<file path="src/rtl/tmds_dec_pkg.sv">
package tmds_dec_pkg;

    localparam int DATA_W     = 8;
    localparam int SYM_W      = DATA_W + 2;
    localparam int NUM_CTRL   = 4;
    localparam int CTRL_IDX_W = $clog2(NUM_CTRL);
    localparam int INV_BIT    = SYM_W - 1;   // set when the data bits were inverted
    localparam int MODE_BIT   = SYM_W - 2;   // set when the XOR chain was used

    typedef logic [SYM_W-1:0]      sym_t;
    typedef logic [DATA_W-1:0]     byte_t;
    typedef logic [CTRL_IDX_W-1:0] ctl_idx_t;

    typedef struct packed {
        logic     de;
        ctl_idx_t ctl;    // bit 1 = vsync, bit 0 = hsync
        byte_t    data;
    } dec_word_t;

    // Control code table, indexed by the sync pair it carries
    function automatic sym_t ctrl_code(input int idx);
        case (idx)
            0:       return 10'b1101010100;
            1:       return 10'b0010101011;
            2:       return 10'b0101010100;
            default: return 10'b1010101011;
        endcase
    endfunction

endpackage

</file>
<file path="src/rtl/tmds_ctrl_match.sv">
module tmds_ctrl_match
    import tmds_dec_pkg::*;
(
    input  sym_t     sym,
    output logic     is_ctrl,
    output ctl_idx_t idx
);
    logic [NUM_CTRL-1:0] hit;

    for (genvar k = 0; k < NUM_CTRL; k++) begin : g_cmp
        assign hit[k] = (sym == ctrl_code(k));
    end

    always_comb begin
        idx = '0;
        for (int k = 0; k < NUM_CTRL; k++) begin
            if (hit[k]) idx = idx | ctl_idx_t'(k);
        end
    end

    assign is_ctrl = |hit;
endmodule

</file>
<file path="src/rtl/tmds_data_unxor.sv">
module tmds_data_unxor
    import tmds_dec_pkg::*;
(
    input  sym_t  sym,
    output byte_t data
);
    // Inversion cancels in each adjacent pair; only bit 0 needs the flag.
    assign data[0] = sym[0] ^ sym[INV_BIT];

    for (genvar i = 1; i < DATA_W; i++) begin : g_bit
        assign data[i] = sym[i] ^ sym[i-1] ^ ~sym[MODE_BIT];
    end
endmodule

</file>
<file path="src/rtl/tmds_dec_outreg.sv">
module tmds_dec_outreg
    import tmds_dec_pkg::*;
(
    input  logic      clk,
    input  logic      rst,
    input  logic      in_valid,
    input  dec_word_t in_word,
    output logic      out_valid,
    output dec_word_t out_word
);
    always_ff @(posedge clk) begin
        if (rst) begin
            out_valid <= 1'b0;
            out_word  <= '0;
        end else begin
            out_valid <= in_valid;
            if (in_valid) out_word <= in_word;
        end
    end
endmodule

</file>
<file path="src/rtl/tmds_symbol_decoder.sv">
module tmds_symbol_decoder
    import tmds_dec_pkg::*;
(
    input  logic        clk,
    input  logic        rst,
    input  logic        sym_valid,
    input  logic [9:0]  sym_in,
    output logic        out_valid,
    output logic        de,
    output logic        hsync,
    output logic        vsync,
    output logic [7:0]  pix
);
    logic      is_ctrl;
    ctl_idx_t  ctl_idx;
    byte_t     raw_data;
    dec_word_t nxt_word;
    dec_word_t cur_word;

    tmds_ctrl_match u_match (
        .sym     (sym_in),
        .is_ctrl (is_ctrl),
        .idx     (ctl_idx)
    );

    tmds_data_unxor u_unxor (
        .sym  (sym_in),
        .data (raw_data)
    );

    always_comb begin
        nxt_word.de   = ~is_ctrl;
        nxt_word.ctl  = is_ctrl ? ctl_idx : '0;
        nxt_word.data = is_ctrl ? '0 : raw_data;
    end

    tmds_dec_outreg u_reg (
        .clk       (clk),
        .rst       (rst),
        .in_valid  (sym_valid),
        .in_word   (nxt_word),
        .out_valid (out_valid),
        .out_word  (cur_word)
    );

    assign de    = cur_word.de;
    assign hsync = cur_word.ctl[0];
    assign vsync = cur_word.ctl[1];
    assign pix   = cur_word.data;
endmodule

</file>
<file path="config.mk">
export PLATFORM = sky130hd
export DESIGN_NAME = tmds_symbol_decoder
export DESIGN_NICKNAME = d
export VERILOG_FILES = /design/src/rtl/tmds_dec_pkg.sv /design/src/rtl/tmds_ctrl_match.sv /design/src/rtl/tmds_data_unxor.sv /design/src/rtl/tmds_dec_outreg.sv /design/src/rtl/tmds_symbol_decoder.sv
export SDC_FILE = /design/constraint.sdc
export NUM_CORES = 1
export LEC_CHECK = 0
export ABC_AREA = 1
export CAP_MARGIN = 10
export CORE_MARGIN = 2
export CORE_UTILIZATION = 53
export CTS_CLUSTER_SIZE = 28
export DETAILED_ROUTE_END_ITERATION = 12
export DONT_BUFFER_PORTS = 1
export GPL_ROUTABILITY_DRIVEN = 1
export PLACE_DENSITY = 0.71
export REMOVE_ABC_BUFFERS = 1
export SLEW_MARGIN = 20
export SYNTH_ARGS = -nofsm -noshare
export SYNTH_HDL_FRONTEND = slang
export SYNTH_SLANG_ARGS = --single-unit
</file>
<file path="constraint.sdc">
create_clock -name clk -period 1.25 [get_ports clk]
set_input_delay 0.375 -clock clk [delete_from_list [all_inputs] [get_ports clk]]
set_output_delay 0.375 -clock clk [all_outputs]
set_load 0.02 [all_outputs]
</file>
======== Word level (Yosys, flattened, before mapping) ========
Index checks and enable logic that the tools add are counted.
word-level totals
  register bits ........................... 12
  bits in latches ......................... 0
  RAM bits ................................ 0
  memory bits (read-only) ................. 0
  output and inout port bits .............. 12
  memories ................................ 0
cells by class
  $add $sub $neg .......................... 0
  $mul .................................... 0
  divide/modulo/power cells ............... 0
  $lt $le $gt $ge ......................... 0
  eq/ne operators ......................... 4
  shift operators ......................... 0
  mux-type cells .......................... 5
  bitwise operators ....................... 17
  reduce and logical (&&, ||, !) cells .... 1
operator list
  operator                                                           count
  10-bit == test (second input constant)                             2
  1-bit XOR                                                          15
  10-bit by 8-bit == test with 1-bit output (second input constant)  1
  10-bit by 9-bit == test with 1-bit output (second input constant)  1
  8-bit two-way mux                                                  1
  2-bit two-way mux                                                  3
  4-bit OR reduction                                                 1
  1-bit NOT                                                          2
  1-bit two-way mux                                                  1

======== Longest topological paths before layout ========
  word-level depth ........................ 5
  mapped depth ............................ 9
  gate-level depth less buffers ........... 9

======== Hierarchy ========
Synthesis repeated with hierarchy kept, for this count alone.
second synthesis, totals
  cell total of the unflattened synthesis .. 182
  area total of the unflattened synthesis .. 959.7 um^2
modules (own cells, without submodules)
  module               times used  cells each  area each (um^2)  seq. area each (um^2)
  tmds_dec_outreg      1           73          485.5             240.2
  tmds_data_unxor      1           56          255.2             0.0
  tmds_ctrl_match      1           31          126.4             0.0
  tmds_symbol_decoder  1           22          92.6              0.0

======== Worst setup path before layout ========
No wires, ideal clock.
  path type ............................... input to register
  start point ............................. in sym_in[4]
  end point ............................... reg u_reg.out_word[0] in the netlist's numbering
  setup time .............................. 0.070 ns
  arrival ................................. 1.112 ns
  data required time ...................... 1.180 ns
  setup slack ............................. 0.068 ns
  stages .................................. 9
  buffers on the path ..................... 0
  cells stage by stage .................... inv_1 -> ha_1 -> nand2_1 -> nor2_2 -> nand2_4 -> nand2_2 -> nor2_4 -> nand2_1 -> a21oi_1
between the ends
  cells in the longest elaborated chain, start to end .. 3
  elaborated cells between the ends (all ways) .. 6
  classes of those cells .................. eq/ne: 4; mux: 1; reduce/logical: 1
RTL lines
  element                                 line                       source
  from (decl)                             tmds_symbol_decoder.sv:7   input logic [9:0] sym_in,
  10-bit == test (tied with other cells)  tmds_ctrl_match.sv:11      assign hit[k] = (sym == ctrl_code(k));
  4-bit OR reduction (*)                  tmds_ctrl_match.sv:21      assign is_ctrl = |hit;
  8-bit two-way mux (*)                   tmds_symbol_decoder.sv:34  nxt_word.data = is_ctrl ? '0 : raw_data;
  to (signal assigned)                    tmds_dec_outreg.sv:17      if (in_valid) out_word <= in_word;
  to (decl)                               tmds_dec_outreg.sv:9       output dec_word_t out_word
Mark *: on every way between the ends. The rest lies on a longest branch, timed or not.
A chain may end at the register's enable or synchronous reset.

======== Worst setup path in the final report ========
  start point ............................. reg u_reg.out_word[7] in the netlist's numbering
  end point ............................... out pix[7]
RTL lines
  element    line                       source
  to (decl)  tmds_symbol_decoder.sv:12  output logic [7:0] pix
No word-level cell between the ends.

==> results.toml <==
[floorplan]
start_util = 0.562
dieWidth_um = 41.1
die_y_um = 41.1
core_mm2 = 0.00130
io_pins = 25
row_count = 13
dieArea_mm2 = 0.00169

[pwr]
ir_worst_vdd_mv = 0.710
p_total_uw = 880
clkPwrFrac = 0.347
switchingPower_uw = 241
p_sw_frac = 0.274
pwr-share-comb = 0.134
power.leakage_uw = 0.000412
p_per_area_mw_per_mm2 = 1150
intPower_uw = 639
seq_power_share = 0.519

[sta]
post-route-min-period_ps = 1110
hold_viol = 0
fin_skew_ps = 0
max_slew_margin = 0.790
min_period_over_period = 0.884
setup-violations-final = 0
maxSlewViolCount = 0
max_freq_mhz = 905
fin_tns_setup_ps = 0
rsz0062_at_grt = "no"
worst_pin_slew_ps = 315
whs_ps = 157

[logic_synthesis]
yosysSeqAreaShare = 0.329
synth_seq_cells = 12
synthesis.area_um2 = 731
synth.distinct_cells = 17
netlist_instances = 103
avgSynthCellArea_um2 = 7.09
yosysWarnings = 0

[placement]
numPortBuffers = 0
dp_hpwl_um = 1020
gp_congestion = 0.764

[route]
drt-initial-drc-count = 2
wl_um = 1280
post-route-drc-count = 0
ant_nets = 0
vias = 578
vias_per_cell = 4.86
wl_per_cell_um = 10.7
drt_pass1_iterations = 4

[clocking]
cts-htree-levels = 1
postCtsSetupRepairBufs = 0
cts_buffer_depth = 2
root_buffer = "clkbuf_4"
cts_buffers = 3
clock_latency_ps = 270
cts_tree = "yes"
postCtsHoldBufs = 0
clock_sinks = 12
cts_resized = 0
cts.clk_slew.worst_paths_ps = 80

[run_status]
status = "finished clean"

[finish]
antennaDiodeCount = 0
multiInputGateArea_um2 = 419
drive_gt1_frac = 0.0769
seq_area_um2 = 240
final_common_cell = "nand2_1"
fillCellCount = 136
area_growth_pct = 4.97
fin_nets = 126
layout_common_cells = "37 x nand2_1, 14 x inv_1, 12 x dfxtp_1, 10 x a21oi_1, 8 x ha_1"

[worst_setup_path]
cp.depth = 0
rr_endpoint = "u_reg.out_word[8]"
r2r_cells = 2
cp_data_required_time_ps = 880
end_kind = "output port"
cp-startpoint = "u_reg.out_word[7]"
r2r_setup_slack_ps = 490
worstSetupEndpoint = "pix[7]"
crit_arrival_ps = 730
critPathKind = "flip-flop to output port"
crit_path_start_kind = "flip-flop"
cp_max_fo = 2
r2r-start = "u_reg.out_word[8]"

[min_path]
hold_path.class = "input pin to flip-flop"

[global_route]
grt_max_degree = 13
grt_pass1_wl_um = 1950
overflow = 0
grt_pass1_vias = 530
grt_use_total = 0.176
antenna_found_initial = 0

[flow_run]
max-cap-violations = 0
-- power groups by stage --
stage	combinational (uW)	sequential [uW]	clock, uW
3_5_place_dp	119	466	0
5_1_grt	140	461	323
4_1_cts	120	457	312
2_1_floorplan	101	462	0
3_3_place_gp	118	466	0
6_report	118	457	306
-- state kept, by name, indices dropped and copies added, names as in the netlist --
signal           cells
u_reg.out_word      11
u_reg.out_valid      1
-- stage by stage --
stage	cell area (um^2)	setup WS [ps]	instances	util
6_report	767	145	119	0.589
2_1_floorplan	712	69.2	100	-
3_3_place_gp	731	-15.4	115	0.562
5_1_grt	767	87.8	119	0.589
4_1_cts	767	137	119	0.589
3_5_place_dp	731	-48.9	115	0.562
-- layout make-up --
type                            count  area share
Multi-Input combinational cell     74       0.546
Sequential cell                    12       0.313
Inverter                           14      0.0685
Clock buffer                        4      0.0473
Tap cell                           15      0.0245
-- layer usage --
| layer | global-route usage | up-vias | routed length, um |
|---|---|---|---|
| li1 | - | 316 | - |
| met1 | 0.184 | 250 | 555 |
| met2 | 0.332 | 12 | 634 |
| met3 | 0.0870 | 0 | 88 |
| met4 | 0 | 0 | 0 |
| met5 | 0 | - | 0 |
-- Yosys cell counts --
cell type	instances	area share
nand2_4	1	0.015
nor2_1	3	0.015
nand3_1	5	0.034
nand2_1	37	0.19
dfxtp_1	12	0.33
buf_6	1	0.015
nand2_2	1	0.0086
xnor2_1	1	0.012
ha_1	8	0.14
o21bai_1	1	0.010
nor2_4	1	0.015
xor2_1	4	0.048
clkbuf_1	2	0.010
nor2_2	1	0.0086
nor3b_1	1	0.010
inv_1	14	0.072
a21oi_1	10	0.068
-- cells by family after synthesis --
| family | share of synthesized area |
|---|---|
| xor+xnor | 0.0599 |
| compound gates | 0.0788 |
| flops | 0.329 |
| simple gates | 0.298 |
| fa+ha+maj | 0.137 |
| buf+inv | 0.0976 |
-- how the worst min path moves through the flow --
stage / start / to / slack (ps) / cells after the start
after floorplan: rst / u_reg.out_word[0] / 440 / 1
after global placement: rst / u_reg.out_word[6] / 450 / 1
after detailed placement: rst / u_reg.out_word[7] / 450 / 1
after CTS: rst / u_reg.out_word[7] / 150 / 1
after global routing: rst / u_reg.out_word[7] / 140 / 1
final: rst / u_reg.out_word[10] / 160 / 1
Note: power is estimated with default switching activity, not from simulation.
